<file path="src/rtl/pwr_seq_pkg.sv">
package pwr_seq_pkg;
  typedef enum logic [1:0] {
    PS_RESET = 2'd0,
    PS_RUN   = 2'd1,
    PS_HALT  = 2'd2,
    PS_STOP  = 2'd3
  } pstate_e;

  localparam int STAT_STOP_BIT = 6;
  localparam int STAT_WDT_BIT  = 5;
endpackage

</file>
<file path="src/rtl/por_oneshot.sv">
module por_oneshot #(
  parameter int CYCLES = 589824
) (
  input  logic clk_i,
  input  logic rst_ni,
  input  logic clr_i,
  output logic done_o
);
  localparam int CW = (CYCLES > 2) ? $clog2(CYCLES) : 1;
  localparam logic [CW-1:0] LAST = CW'(CYCLES - 1);

  logic [CW-1:0] cnt_q;

  always_ff @(posedge clk_i or negedge rst_ni) begin
    if (!rst_ni)      cnt_q <= '0;
    else if (clr_i)   cnt_q <= '0;
    else if (!done_o) cnt_q <= cnt_q + 1'b1;
  end

  assign done_o = (cnt_q == LAST);
endmodule

</file>
<file path="src/rtl/wake_edge_det.sv">
module wake_edge_det #(
  parameter int N = 11
) (
  input  logic         clk_i,
  input  logic         rst_ni,
  input  logic [N-1:0] pin_i,
  output logic [N-1:0] fall_o
);
  for (genvar g = 0; g < N; g++) begin : g_pin
    logic s1_q, s2_q, prev_q;
    always_ff @(posedge clk_i or negedge rst_ni) begin
      if (!rst_ni) begin
        s1_q   <= 1'b1;
        s2_q   <= 1'b1;
        prev_q <= 1'b1;
      end else begin
        s1_q   <= pin_i[g];
        s2_q   <= s1_q;
        prev_q <= s2_q;
      end
    end
    assign fall_o[g] = prev_q & ~s2_q;
  end
endmodule

</file>
<file path="src/rtl/wake_status.sv">
module wake_status #(
  parameter int           N    = 11,
  parameter logic [N-1:0] MASK = '0
) (
  input  logic         clk_i,
  input  logic         rst_ni,
  input  logic         por_clr_i,
  input  logic         wdt_set_i,
  input  logic         wake_i,
  input  logic [N-1:0] fall_i,
  input  logic         rd_i,
  output logic         stop_flag_o,
  output logic         wdt_flag_o,
  output logic         resume_irq_o
);
  always_ff @(posedge clk_i or negedge rst_ni) begin
    if (!rst_ni) begin
      stop_flag_o  <= 1'b0;
      wdt_flag_o   <= 1'b0;
      resume_irq_o <= 1'b0;
    end else if (por_clr_i) begin
      stop_flag_o  <= 1'b0;
      wdt_flag_o   <= 1'b0;
      resume_irq_o <= 1'b0;
    end else if (wdt_set_i) begin
      stop_flag_o  <= 1'b0;
      wdt_flag_o   <= 1'b1;
      resume_irq_o <= 1'b0;
    end else if (wake_i) begin
      stop_flag_o  <= 1'b1;
      resume_irq_o <= |(fall_i & MASK);
    end else if (rd_i) begin
      stop_flag_o  <= 1'b0;
    end
  end
endmodule

</file>
<file path="src/rtl/pwr_seq_ctrl.sv">
module pwr_seq_ctrl #(
  parameter int                POR_CYCLES   = 589824,
  parameter int                N_IRQ        = 6,
  parameter int                N_WAKE       = 11,
  parameter logic [N_WAKE-1:0] IRQ_PIN_MASK = N_WAKE'(4'hF)
) (
  input  logic              clk_i,
  input  logic              rst_ni,
  input  logic              pwr_good_i,
  input  logic              wdt_timeout_i,
  input  logic              halt_req_i,
  input  logic              stop_req_i,
  input  logic [N_IRQ-1:0]  irq_i,
  input  logic [N_WAKE-1:0] wake_pin_i,
  input  logic              skip_smr_por_i,
  input  logic              stat_rd_i,
  output logic              cpu_clk_en_o,
  output logic              osc_en_o,
  output logic              core_rst_o,
  output logic [7:0]        stat_o,
  output logic              resume_irq_o
);
  import pwr_seq_pkg::*;

  pstate_e           state_q, state_d;
  logic [N_WAKE-1:0] wake_fall;
  logic              por_clr, wdt_hit, wake_ev, os_done, os_clr;
  logic              stop_flag, wdt_flag;

  assign por_clr = ~pwr_good_i;
  assign wdt_hit = pwr_good_i & wdt_timeout_i;
  assign wake_ev = (state_q == PS_STOP) & (|wake_fall) & ~por_clr & ~wdt_hit;
  assign os_clr  = (state_q != PS_RESET) | por_clr | wdt_hit;

  wake_edge_det #(.N(N_WAKE)) u_edge (
    .clk_i  (clk_i),
    .rst_ni (rst_ni),
    .pin_i  (wake_pin_i),
    .fall_o (wake_fall)
  );

  por_oneshot #(.CYCLES(POR_CYCLES)) u_oneshot (
    .clk_i  (clk_i),
    .rst_ni (rst_ni),
    .clr_i  (os_clr),
    .done_o (os_done)
  );

  wake_status #(.N(N_WAKE), .MASK(IRQ_PIN_MASK)) u_status (
    .clk_i        (clk_i),
    .rst_ni       (rst_ni),
    .por_clr_i    (por_clr),
    .wdt_set_i    (wdt_hit),
    .wake_i       (wake_ev),
    .fall_i       (wake_fall),
    .rd_i         (stat_rd_i),
    .stop_flag_o  (stop_flag),
    .wdt_flag_o   (wdt_flag),
    .resume_irq_o (resume_irq_o)
  );

  always_comb begin
    state_d = state_q;
    if (por_clr || wdt_hit) begin
      state_d = PS_RESET;
    end else begin
      unique case (state_q)
        PS_RESET: if (os_done) state_d = PS_RUN;
        PS_RUN: begin
          if (stop_req_i)      state_d = PS_STOP;
          else if (halt_req_i) state_d = PS_HALT;
        end
        PS_HALT:  if (|irq_i) state_d = PS_RUN;
        PS_STOP:  if (wake_ev) state_d = skip_smr_por_i ? PS_RUN : PS_RESET;
        default:  state_d = PS_RESET;
      endcase
    end
  end

  always_ff @(posedge clk_i or negedge rst_ni) begin
    if (!rst_ni) state_q <= PS_RESET;
    else         state_q <= state_d;
  end

  assign core_rst_o   = (state_q == PS_RESET);
  assign cpu_clk_en_o = (state_q == PS_RUN);
  assign osc_en_o     = (state_q != PS_STOP);

  always_comb begin
    stat_o                = '0;
    stat_o[STAT_STOP_BIT] = stop_flag;
    stat_o[STAT_WDT_BIT]  = wdt_flag;
  end
endmodule

</file>
<file path="config.mk">
export PLATFORM = sky130hd
export DESIGN_NAME = pwr_seq_ctrl
export DESIGN_NICKNAME = d
export VERILOG_FILES = /design/src/rtl/pwr_seq_pkg.sv /design/src/rtl/por_oneshot.sv /design/src/rtl/wake_edge_det.sv /design/src/rtl/wake_status.sv /design/src/rtl/pwr_seq_ctrl.sv
export SDC_FILE = /design/constraint.sdc
export NUM_CORES = 1
export LEC_CHECK = 0
export ABC_AREA = 1
export ABC_CLOCK_PERIOD_IN_PS = 3600
export BUFFER_PORTS_ARGS = -buffer_cell sky130_fd_sc_hd__buf_2
export CAP_MARGIN = 20
export CELL_PAD_IN_SITES_DETAIL_PLACEMENT = 2
export CELL_PAD_IN_SITES_GLOBAL_PLACEMENT = 2
export CORE_UTILIZATION = 38
export DETAILED_ROUTE_END_ITERATION = 12
export PLACE_DENSITY = 0.94
export SYNTH_ARGS = -nofsm -noshare
export SYNTH_HDL_FRONTEND = slang
export SYNTH_SLANG_ARGS = --single-unit
export TNS_END_PERCENT = 30
</file>
<file path="constraint.sdc">
create_clock -name clk_i -period 3.6 [get_ports clk_i]
set_clock_uncertainty 0.15 [all_clocks]
set_input_delay 0.18 -clock clk_i [delete_from_list [all_inputs] [get_ports clk_i]]
set_output_delay 0.18 -clock clk_i [all_outputs]
set_load 0.01 [all_outputs]
</file>
; ---- Word level (Yosys, flattened, before mapping)
; Cells that the tools add are included.
[op_classes]
reduce_logical = 7
bitwise_logic = 30
eq_ne = 13
add_sub_neg = 1
n_mux = 19
[ops]
columns = cell, n
row1 = two-way mux 20 bit, 2
row2 = "adder 20 x 1 -> 20 bit, second input constant", 1
row3 = "equality test 20 bit, second input constant", 1
row4 = bitwise AND 1 bit, 15
row5 = NOT 1 bit, 13
row6 = two-way mux 2 bit, 6
row7 = OR reduction 11 bit, 1
row8 = two-way mux 1 bit, 10
row9 = "!= test 3 x 1 -> 1 bit, second input constant", 3
row10 = case mux 2 bit (4 select lines), 1
row11 = OR reduction 6 bit, 1
row12 = "equality test 2 bit, second input constant", 2
row13 = "!= test 2 x 1 -> 1 bit, second input constant", 2
row14 = "!= test 4 x 1 -> 1 bit, second input constant", 1
row15 = "!= test 4 x 3 -> 1 bit, second input constant", 1
row16 = AND reduction 4 bit, 1
row17 = OR reduction 4 bit, 1
row18 = "!= test 3 bit, second input constant", 1
row19 = "equality test 2 x 1 -> 1 bit, second input constant", 1
row20 = zero test 2 bit, 1
row21 = "!= test 2 bit, second input constant", 1
row22 = bitwise OR 1 bit, 2
row23 = nonzero test 2 bit, 1
row24 = logical OR 1 bit, 1
[totals]
regBits = 58
elab_cells = 108
input_bits = 25

; ---- Depth between registers and ports, before layout
; Gate-level depths: netlist of the first run.
[logic_depth]
ltp_word = 9
ltp_mapped = 10

; ---- Cells and area by module
; From an unflattened synthesis of the first run, not the netlist that was laid out.
[hier_totals]
cells_unflattened = 326
area_unflattened_um2 = 2755.1
[modules_own_cells]
columns = module, area_each_um2, n_inst, cells_per_inst
row1 = por_oneshot, 1228.7, 1, 175
row2 = wake_edge_det, 977.2, 1, 55
row3 = pwr_seq_ctrl, 405.4, 1, 77
row4 = wake_status, 143.9, 1, 19

; ---- Least setup slack after synthesis of the first run
; Ideal clock, no wire load.
[synth_timing]
path_kind = flip-flop to flip-flop
from = register u_oneshot.cnt_q[0]
to = register state_q[0]
stages_incl_launch_ff = 9
setup_time_ns = 0.117
path_slack_ns = 1.959
path_buffers = 0
synth_period_minus_slack_ns = 1.641
arrival_ns = 1.375
path_cell_list = dfrtp_1 ha_1 nand3_2 nor3_4 nand3_4 a21oi_2 nand2_1 nand2_1 nand2_1
[synth_via]
elab_chain_cells = 3
[synth_lines]
columns = element, line
row1 = from (decl), por_oneshot.sv:12  ; logic [CW-1:0] cnt_q;
row2 = from (signal assigned), por_oneshot.sv:17  ; else if (!done_o) cnt_q <= cnt_q + 1'b1;
row3 = equality test 20 bit, por_oneshot.sv:20  ; assign done_o = (cnt_q == LAST);
row4 = != test 3 x 1 -> 1 bit (no line), n/a
row5 = AND reduction 4 bit (no line), n/a
row6 = to (signal assigned), pwr_seq_ctrl.sv:82  ; else state_q <= state_d;
row7 = to (decl), pwr_seq_ctrl.sv:25  ; pstate_e state_q, state_d;
; Every way passes these cells.
; A chain may end at the register's enable or synchronous reset.

; ---- Final worst setup path of the first run
; Ends and elaborated chain as after synthesis.

==> results of run 1 <==
[path summary, 6_finish.rpt]
check	startpoint	end	slack [ns]	cells past startpoint
worst max-delay path	u_oneshot.cnt_q[0]$_DFFE_PN0P_	state_q[0]$_DFFE_PN0P_	1.39	8
worst min-delay path	wdt_timeout_i	u_status.resume_irq_o$_DFFE_PN0P_	0.08	4
worst max register to register	u_oneshot.cnt_q[0]$_DFFE_PN0P_	state_q[0]$_DFFE_PN0P_	1.39	8
worst min register to register	u_edge.g_pin[3].s1_q$_DFF_PN1_	u_edge.g_pin[3].s2_q$_DFF_PN1_	0.20	0
max in group asynchronous	rst_ni	u_edge.g_pin[4].s1_q$_DFF_PN1_	2.16	3
min in group asynchronous	rst_ni	u_status.resume_irq_o$_DFFE_PN0P_	0.29	2
[per-layer routing]
metal  global-route usage, %  part of all wire (%)
met4                   15.36                   3.8
met2                   47.47                    53
met5                       0                     0
met3                   5.801                   3.5
met1                   28.43                    39
[cells in the final DEF (no fill, tap or decap), types with 6 or more instances in the layout]
| master | netlist | layout |
|---|---|---|
| nor2_1 | 25 | 25 |
| nand4_1 | 6 | 6 |
| inv_1 | 40 | 40 |
| clkbuf_8 | 0 | 10 |
| dfstp_2 | 33 | 33 |
| nand2_2 | 6 | 6 |
| dfrtp_1 | 25 | 25 |
| dlygate4sd3_1 | 0 | 15 |
| buf_2 | 0 | 30 |
| nand3_1 | 16 | 16 |
| nand2_1 | 60 | 60 |
| a21oi_1 | 6 | 6 |
| o21ai_0 | 8 | 8 |
| conb_1 | 1 | 6 |
[flip-flops by register name, indices dropped and copies added (netlist names)]
name,count
u_edge.g_pin.s1_q,11
u_status.wdt_flag_o,1
u_oneshot.cnt_q,20
u_edge.g_pin.prev_q,11
u_status.stop_flag_o,1
state_q,2
u_edge.g_pin.s2_q,11
u_status.resume_irq_o,1
[cells by family (layout without fill, tap and decap cells)]
family                   after synthesis  in the layout  share of synthesized area (%)
XOR/XNOR                               3              3                          1.022
other                                  1              6                         0.1458
AO/OA/AOI/OAI                         26             26                          6.375
adder cells (fa/ha/maj)                1              1                         0.4865
flip-flops                            58             58                          58.05
buffers and inverters                 51            102                          9.343
AND/OR/NAND/NOR                      132            132                          24.57
[synthesized netlist by cell type, types with 2 or more instances]
master	number	area, um^2
dfstp_2	33	867.1
a21oi_2	3	26.28
buf_4	9	67.56
nor3_1	5	25.02
nand2_2	6	37.54
buf_6	2	22.52
nor2_1	25	93.84
o21ai_0	8	40.04
nand4_1	6	37.54
nor2_2	4	25.02
nor4_1	2	12.51
nor3_2	2	20.02
a21oi_1	6	30.03
inv_1	40	150.1
a31oi_1	2	12.51
or2_2	2	12.51
nand3_1	16	80.08
nand2_1	60	225.2
dfrtp_1	25	625.6
xor2_1	2	17.52
o21ai_2	2	17.52
[final cells by class]
class / count / area, um^2
well taps: 77 / 96.34
fillers: 698 / 3347
flip-flops and latches: 58 / 1493
inverters: 40 / 150.1
clock inverters: 5 / 30.03
repair buffers: 46 / 307.8
clock buffers: 11 / 141.4
multi-input cells: 168 / 857.1
[report_power, final]
part	switching, mW	total (mW)	internal [mW]
clock	0.279	0.544	0.265
combinational	0.0521	0.0851	0.0331
sequential	0.0143	0.703	0.689
total	0.346	1.33	0.987
[critical path: cells and delay by family, from the launching register on]
kind | cells | cell delay (ns)
AOI/OAI and AO/OA | 1 | 0.29
adders and majority gates | 1 | 0.33
DFF | 1 | 0.43
and+or+nand+nor | 6 | 0.90
==> flow_metrics.tcl, run 1 <==
set metrics [dict create \
    status "finished, violations left" \
    violations "design-rule violations" \
    final_net_count 349 \
    p_per_area_nw_per_um2 433.3 \
    leakagePower_nw 1.449 \
    fin_crit_ns 2.213 \
    ir_drop_v 0.0002325 \
    dp_hpwl_mm 5.385 \
    grt.overflow.total 0 \
    final_util_pct 47.89 \
    dieArea_um2 7099 \
    max_cap_violations 0 \
    cts_max_level 3 \
    path_cells "ha_1 > nand3_2 > nor3_4 > nand3_4 > a21oi_2 > nand2_1 > nand2_1 > nand2_1" \
    area_growth_pct 19.61 \
    dp.cells 374 \
    cts_setup_buffers 0 \
    hold_ws_ns 0.07837 \
    grt_max_degree 35 \
    gp_congestion 0.8185 \
    fp.dieW_um 84.26 \
    rows 29 \
    path_common_cell "nand2_1" \
    cts_root_buf "clkbuf_8" \
    initialDrtViolationCount 59 \
    design.core.area_um2 6422 \
    fmax_mhz 452.0 \
    post_cts_resized 0 \
    grt.total_usage_pct 26.33 \
    syn_area_um2 2571 \
    final_cells 405 \
    syn_area_per_cell_um2 9.453 \
    cp_slowest_cell "dfrtp_1" \
    cts_sinks 58 \
    drive_above_1_share_pct 31.10 \
    hold_path.class "primary input to flop" \
    antenna_cells 0 \
    ctsHoldBuffers 15 \
    rsz0062_at_grt "false" \
    initial_utilization_pct 40.04 \
    place_area_um2 2754 \
    critical-path-max-stage-delay_ns 0.43 \
    io_buffers 30 \
    antenna_found_initial 0 \
    worst_pin_slew_ns 0.7345 \
    place_ws_ns 1.500 \
    syn_inst 272 \
    clockBufferDepth 2 \
    avgViaCountPerCell 5.143 \
    yosys_warnings 0 \
    pin_count 37 \
    worstSetupEndpointType "flop" \
    crit_type "flop to flop" \
    setup_viol 0 \
    seq_area_frac_synth_pct 58.05 \
    worstPathRequired_ns 3.69 \
    grt_pass1_wl_mm 13.42 \
    die_h_um 84.26 \
    finalHoldViolations 0 \
    crit_path_max_fanout 15 \
    first_pass_iters 8 \
    ys.flop_type "dfstp_2" \
    ys_types 33 \
    slew_viol_final 0 \
    cp_data_arrival_time_ns 2.30 \
    cts_tree "done" \
    via_count 2083 \
    ys_ff_latch 58 \
    total_power_mw 1.332 \
    relSlewSlack_pct 51.04 \
    wire_per_inst_um 20.04 \
    synth-edff-count 0 \
    route.detailed.drc 6 \
    worstSetupStartpointType "flop" \
    ys_async_sr_fraction_pct 100.0 \
    wirelength_mm 8.115 \
    clkSlewWorstSetupHoldPaths_ns 0.07 \
    setup_tns_ns 0 \
    insertion_delay_ns 0.35 \
    grt_pass1_vias 2444 \
    period_share_pct 61.46 \
    numCtsBuffers 9 \
    fin_ws_ns 1.387 \
    antenna_left 0 \
    fin_area_um2 3075 \
]
Note: power is estimated with default switching activity, not from simulation.
==> run 2, diff against run 1 <==
--- a/config.mk
+++ b/config.mk
@@ -5,15 +5,15 @@
 export SDC_FILE = /design/constraint.sdc
 export NUM_CORES = 1
 export LEC_CHECK = 0
-export ABC_AREA = 1
-export ABC_CLOCK_PERIOD_IN_PS = 3600
+export ABC_AREA = 0
+export ABC_CLOCK_PERIOD_IN_PS = 1900
 export BUFFER_PORTS_ARGS = -buffer_cell sky130_fd_sc_hd__buf_2
 export CAP_MARGIN = 20
 export CELL_PAD_IN_SITES_DETAIL_PLACEMENT = 2
 export CELL_PAD_IN_SITES_GLOBAL_PLACEMENT = 2
-export CORE_UTILIZATION = 38
+export CORE_UTILIZATION = 34
 export DETAILED_ROUTE_END_ITERATION = 12
-export PLACE_DENSITY = 0.94
+export PLACE_DENSITY = 0.85
 export SYNTH_ARGS = -nofsm -noshare
 export SYNTH_HDL_FRONTEND = slang
 export SYNTH_SLANG_ARGS = --single-unit
==> constraint.sdc (replaced) <==
create_clock -name clk_i -period 1.9 [get_ports clk_i]
set_clock_uncertainty 0.15 [all_clocks]
set_input_delay 0.095 -clock clk_i [delete_from_list [all_inputs] [get_ports clk_i]]
set_output_delay 0.095 -clock clk_i [all_outputs]
set_load 0.01 [all_outputs]
==> flow_metrics.tcl, run 2 <==
set metrics [dict create \
    status "finished, violations left" \
    violations "negative setup slack" \
    synth_top_area_share_pct 35.47 \
    path_cells "nand4_1 > or3_4 > o21ai_1 > xor2_1 > nor2_1" \
    grt_pass1_vias 2077 \
    initialDrtViolationCount 104 \
    min_path_cells 3 \
    relSlewSlack_pct 65.19 \
    ys_async_sr_fraction_pct 100.0 \
    fp.dieW_um 86.80 \
    fillers 681 \
    syn_inst 202 \
    worstSetupStartpointType "flop" \
    syn_area_per_cell_um2 12.10 \
    regArea_um2 1495 \
    slew_viol_final 0 \
    worstPathRequired_ns 1.98 \
    drive_above_1_share_pct 47.12 \
    period_share_pct 106.8 \
    switching_share_pct 22.60 \
    grt_max_degree 39 \
    die_h_um 86.80 \
    fin_area_um2 3403 \
    final_net_count 299 \
    ir_drop_v 0.0008334 \
    insertion_delay_ns 0.35 \
    fin_ws_ns -0.1301 \
    power.switching_mw 0.6604 \
    multi_input_comb_area_um2 1015 \
    cts_max_level 3 \
    numCtsBuffers 9 \
    synth_area_leaders "dfstp_2 (35%), dfrtp_1 (26%), nor2_1 (4.0%)" \
    first_pass_iters 4 \
    grt.overflow.total 0 \
    design.core.area_um2 6869 \
    via_count 1875 \
    r2r_slack_ns -0.13 \
    p_clk_share_pct 48.6 \
    ys_types 47 \
    rows 30 \
    place_ws_ns -0.1091 \
    cts_root_buf "clkbuf_8" \
    cp_slowest_cell "or3_4" \
    route.detailed.drc 0 \
    crit_path_max_fanout 6 \
    synth_common_cells "dfstp_2 (33), nor2_1 (26), dfrtp_1 (25)" \
    crit_type "flop to flop" \
    fmax_mhz 492.6 \
    avgViaCountPerCell 5.013 \
    cts_tree "done" \
    place_area_um2 2734 \
    seq_area_frac_synth_pct 61.05 \
    crit_family "simple AND/OR/NAND/NOR gates" \
    critical-path-max-stage-delay_ns 0.53 \
    antenna_left 0 \
    final_util_pct 49.54 \
    dieArea_um2 7534 \
    max_cap_violations 0 \
    rsz0062_at_grt "true" \
    r2r-start "u_oneshot.cnt_q[6]$_DFFE_PN0P_" \
    p_int_mw 2.261 \
    cp_data_arrival_time_ns 2.11 \
    antenna_found_initial 0 \
    leakagePower_nw 1.418 \
    wire_per_inst_um 22.52 \
    rr_endpoint "u_oneshot.cnt_q[2]$_DFFE_PN0P_" \
    clkSlewWorstSetupHoldPaths_ns 0.08 \
    layout_commonest_cell "dfstp_2" \
    mostFrequentLayoutCells "dfstp_2 (33), buf_2 (30), nor2_1 (26)" \
    synth.most_common_cell "dfstp_2" \
    yosys.area.top_type "dfstp_2" \
    io_buffers 30 \
    grt_pass1_wl_mm 11.04 \
    dp_hpwl_mm 4.172 \
    worstSetupEndpointType "flop" \
    whs_endpoint "state_q[1]$_DFFE_PN0P_" \
    p_per_area_nw_per_um2 858.5 \
    setup_viol 16 \
    ys_ff_latch 58 \
    grt.total_usage_pct 20.43 \
    syn_area_um2 2445 \
    finalHoldViolations 0 \
    path_buf_inv 0 \
    ys.flop_type "dfstp_2" \
    largest_reg_flops 20 \
    area_growth_pct 39.20 \
    worst_pin_slew_ns 0.5221 \
    yosys_warnings 0 \
    gp_congestion 0.7938 \
    clockBufferDepth 2 \
    antenna_cells 0 \
    wirelength_mm 8.423 \
    pin_count 37 \
    hold_path.class "primary input to flop" \
    reg2reg_depth 5 \
    hold_ws_ns 0.01640 \
    hold_start "halt_req_i" \
    power_frac_comb_pct 5.9 \
    cts_sinks 58 \
    regMostFlops "u_oneshot.cnt_q" \
    initial_utilization_pct 35.59 \
    seq_power_share_pct 45.5 \
    synth-edff-count 0 \
    fin_crit_ns 2.030 \
]
==> run 2: changes by cell type in the layout (fill, tap and decap cells not counted), moves of 9 or more <==
| cell | previous run | this run |
|---|---|---|
| nand2_1 | 60 | 7 |
| inv_1 | 40 | 5 |
| buf_4 | 1 | 16 |
| nand3_1 | 16 | 2 |
| nand2b_1 | 0 | 10 |
| xor2_1 | 2 | 11 |
==> run 2: cell type report <==
type | count | share of cell area [%]
Timing Repair Buffer | 68 | 14.78
Clock buffer | 14 | 6.360
Sequential cell | 58 | 43.93
Inverter | 5 | 0.5515
Multi-Input combinational cell | 131 | 29.82
Tap cell | 96 | 3.529
Clock inverter | 2 | 1.029
==> run 2: power groups by stage <==
stage	Clock [mW]	Combinational [mW]	Sequential (mW)
2_1_floorplan	0	0.0604	1.34
3_3_place_gp	0	0.114	1.34
3_5_place_dp	0	0.118	1.35
4_1_cts	1.41	0.151	1.33
5_1_grt	1.50	0.188	1.33
6_report	1.42	0.173	1.33
==> run 2: through the flow <==
step                      power [mW]  cells  TNS (ns)
final                          2.922    374    -1.118
after global routing           3.020    374    -2.280
after CTS                      2.888    368   -0.1923
after detailed placement       1.465    331   -0.5515
after global placement         1.454    331         0
after floorplan                1.396    207         0
==> run 2: routing by layer <==
| metal | GRT usage (%) | wire (um) |
|---|---|---|
| met1 | 22.77 | 3161 |
| met2 | 36.94 | 4729 |
| met5 | 0 | 0 |
| met3 | 3.619 | 275 |
| met4 | 10.91 | 256 |
==> run 2: logic make-up after synthesis <==
kind of cell               Yosys count  synth area share, %
AOI/OAI and AO/OA                   27                8.342
xor gates and xnor gates            16                5.732
adders and majority gates            1               0.5117
buffers and inverters               19                5.067
DFF                                 58                61.05
muxes                                3                1.228
other                                1               0.1534
and+or+nand+nor                     77                17.91
==> run 2: worst max-delay path by stage <==
stage                                      endpoint  cells after the start                           start  slack (ns)
detailed placement   u_oneshot.cnt_q[6]$_DFFE_PN0P_                      6  u_oneshot.cnt_q[0]$_DFFE_PN0P_       -0.11
finish               u_oneshot.cnt_q[2]$_DFFE_PN0P_                      5  u_oneshot.cnt_q[6]$_DFFE_PN0P_       -0.13
CTS                 u_oneshot.cnt_q[12]$_DFFE_PN0P_                      8  u_oneshot.cnt_q[0]$_DFFE_PN0P_       -0.06
global route         u_oneshot.cnt_q[7]$_DFFE_PN0P_                      6  u_oneshot.cnt_q[0]$_DFFE_PN0P_       -0.22
global placement     u_oneshot.cnt_q[6]$_DFFE_PN0P_                      6  u_oneshot.cnt_q[0]$_DFFE_PN0P_        0.05
floorplan            u_oneshot.cnt_q[5]$_DFFE_PN0P_                      7  u_oneshot.cnt_q[0]$_DFFE_PN0P_       0.006
==> run 2: tightest hold or removal path, delay by kind of cell <==
| family | cells | cell delay [ns] |
|---|---|---|
| compound gates | 2 | 0.28 |
| buf+inv | 1 | 0.10 |
==> run 2: timing repair <==
action | CTS | global route
pin swaps | 3 | 9
resized for setup | 7 | 26
hold endpoints to repair | 48 | 0
setup endpoints to repair | 18 | 24
setup buffers | 1 | 6
cloned | 1 | 0
hold buffers | 19 | 0
==> run 3, diff against run 2 <==
--- a/config.mk
+++ b/config.mk
@@ -13,7 +13,7 @@
 export CELL_PAD_IN_SITES_GLOBAL_PLACEMENT = 2
 export CORE_UTILIZATION = 34
 export DETAILED_ROUTE_END_ITERATION = 12
-export PLACE_DENSITY = 0.85
+export PLACE_DENSITY_LB_ADDON = 0.1
 export SYNTH_ARGS = -nofsm -noshare
 export SYNTH_HDL_FRONTEND = slang
 export SYNTH_SLANG_ARGS = --single-unit
==> constraint.sdc (replaced) <==
create_clock -name clk_i -period 1.9 [get_ports clk_i]
set_clock_uncertainty 0.15 [all_clocks]
set_input_delay 0.38 -clock clk_i [delete_from_list [all_inputs] [get_ports clk_i]]
set_output_delay 0.38 -clock clk_i [all_outputs]
set_load 0.01 [all_outputs]
==> flow_metrics.tcl, run 3 (same netlist as run 2, synthesis figures left out) <==
set metrics [dict create \
    grt_pass1_wl_mm 9.177 \
    dp.cells 333 \
    dp_hpwl_mm 3.757 \
    via_count 1725 \
    antenna_found_initial 0 \
    layout_commonest_cell "dfstp_2" \
    io_buffers 30 \
    cts_tree "done" \
    cts_root_buf "clkbuf_8" \
    cts_max_level 3 \
    place_area_um2 2761 \
    largest_reg_flops 20 \
    hold_start "pwr_good_i" \
    first_pass_iters 3 \
    reg2reg_depth 5 \
    regMostFlops "u_oneshot.cnt_q" \
    setup_viol 0 \
    hold_path.class "primary input to flop" \
    p_int_mw 2.088 \
    antenna_left 0 \
    status "finished, final reports clean" \
    avgViaCountPerCell 4.765 \
    slew_viol_final 0 \
    antenna_cells 0 \
    switching_share_pct 21.61 \
    place_ws_ns -0.05607 \
    worstPathRequired_ns 1.98 \
    final_net_count 287 \
    drive_above_1_share_pct 42.11 \
    fp.dieW_um 86.80 \
    seq_power_share_pct 49.7 \
    insertion_delay_ns 0.33 \
    crit_path_max_fanout 6 \
    ir_drop_v 0.0004401 \
    area_growth_pct 28.71 \
    final_cells 362 \
    numCtsBuffers 9 \
    power.switching_mw 0.5756 \
    min_path_cells 2 \
    p_clk_share_pct 44.9 \
    final_util_pct 45.81 \
    initialDrtViolationCount 46 \
    p_per_area_nw_per_um2 846.5 \
    die_h_um 86.80 \
    crit_type "flop to flop" \
    mostFrequentLayoutCells "dfstp_2 (33), buf_2 (30), nor2_1 (26)" \
    grt_pass1_vias 1888 \
    clkSlewWorstSetupHoldPaths_ns 0.07 \
    finalHoldViolations 0 \
    cts_setup_buffers 0 \
    cts_sinks 58 \
    fin_ws_ns 0.003979 \
    design.core.area_um2 6869 \
    wire_per_inst_um 15.64 \
    worstSetupEndpointType "flop" \
    grt_max_degree 59 \
    route.detailed.drc 0 \
    fin_area_um2 3147 \
    wirelength_mm 5.660 \
    power_frac_comb_pct 5.4 \
    period_share_pct 99.79 \
    max_cap_violations 0 \
    leakagePower_nw 1.305 \
    r2r_slack_ns 0.004 \
    dieArea_um2 7534 \
    fin_crit_ns 1.896 \
    fmax_mhz 527.4 \
    hold_ws_ns 0.1186 \
    rows 30 \
    clockBufferDepth 2 \
    cp_data_arrival_time_ns 1.98 \
    rr_endpoint "u_oneshot.cnt_q[6]$_DFFE_PN0P_" \
    whs_endpoint "u_status.wdt_flag_o$_DFFE_PN0N_" \
    grt.total_usage_pct 16.71 \
    rsz0062_at_grt "true" \
    grt.overflow.total 0 \
    gp_congestion 0.7992 \
    worstSetupStartpointType "flop" \
    initial_utilization_pct 35.59 \
    pin_count 37 \
    r2r-start "u_oneshot.cnt_q[8]$_DFFE_PN0P_" \
]
-- run 3: cell count changes in the layout (fill, tap and decap cells not counted), moves of 2 or more --
cell	previous run	this run
o2111ai_1	0	4
clkbuf_16	3	1
dlygate4sd3_1	19	12
nor3_4	3	1
buf_6	2	0
nor3_2	1	3
dfrtp_2	2	0
dfrtp_1	23	25
o21ai_0	4	6
o2111ai_2	5	2
buf_4	16	12
-- run 3: repair_timing --
action	in CTS	in global routing
hold buffers	12	0
hold endpoints to repair	36	0
endpoints found under the setup margin	12	19
cloned	0	1
resized for setup	2	7
pin swaps	2	3
-- run 3: critical path, stage by stage, from the launching register on --
cell and delay [ns]:
dfrtp_1 0.42, nand4_1 0.22, or3_4 0.50, nor2_4 0.19, nor2_1 0.08, a311oi_1 0.25
-- run 3: stage by stage --
step	power [mW]	TNS (ns)
after floorplan	1.396	0
after global placement	1.461	0
after detailed placement	1.470	-0.1432
after CTS	2.717	-0.05830
after global routing	2.784	-0.7662
final	2.664	0
-- run 3: area by class of cell --
class                      instances  area [um^2]
fill                             712         3722
timing repair buffer              56        400.4
tap                               96        120.1
inverter                           5        18.77
multi-input combinational        131        900.9
sequential                        58         1493
clock buffer                      12        166.4
clock inverter                     4        47.55
-- run 3: worst max path at each step --
stage | start | endpoint | cells past startpoint | slack [ns]
final | u_oneshot.cnt_q[8]$_DFFE_PN0P_ | u_oneshot.cnt_q[6]$_DFFE_PN0P_ | 5 | 0.004
after global routing | u_oneshot.cnt_q[8]$_DFFE_PN0P_ | u_oneshot.cnt_q[6]$_DFFE_PN0P_ | 5 | -0.1
after CTS | u_oneshot.cnt_q[1]$_DFFE_PN0P_ | u_oneshot.cnt_q[6]$_DFFE_PN0P_ | 6 | -0.03
after detailed placement | u_oneshot.cnt_q[1]$_DFFE_PN0P_ | u_oneshot.cnt_q[6]$_DFFE_PN0P_ | 6 | -0.06
after global placement | u_edge.g_pin[0].s2_q$_DFF_PN1_ | state_q[1]$_DFFE_PN0P_ | 4 | 0.06
after floorplan | u_oneshot.cnt_q[0]$_DFFE_PN0P_ | u_oneshot.cnt_q[5]$_DFFE_PN0P_ | 7 | 0.006
-- run 3: layer usage --
| layer | GRT usage [%] | wire, um |
|---|---|---|
| met1 | 19.78 | 2526 |
| met3 | 3.714 | 176 |
| met2 | 27.99 | 2804 |
| met5 | 0 | 0 |
| met4 | 9.545 | 153 |
-- run 3: power by group through the flow --
| stage | Sequential, mW | Combinational, mW | Clock, mW |
|---|---|---|---|
| final | 1.32 | 0.143 | 1.20 |
| after CTS | 1.32 | 0.146 | 1.25 |
| after global placement | 1.34 | 0.120 | 0 |
| after detailed placement | 1.35 | 0.125 | 0 |
| after floorplan | 1.34 | 0.0604 | 0 |
| after global routing | 1.33 | 0.161 | 1.29 |
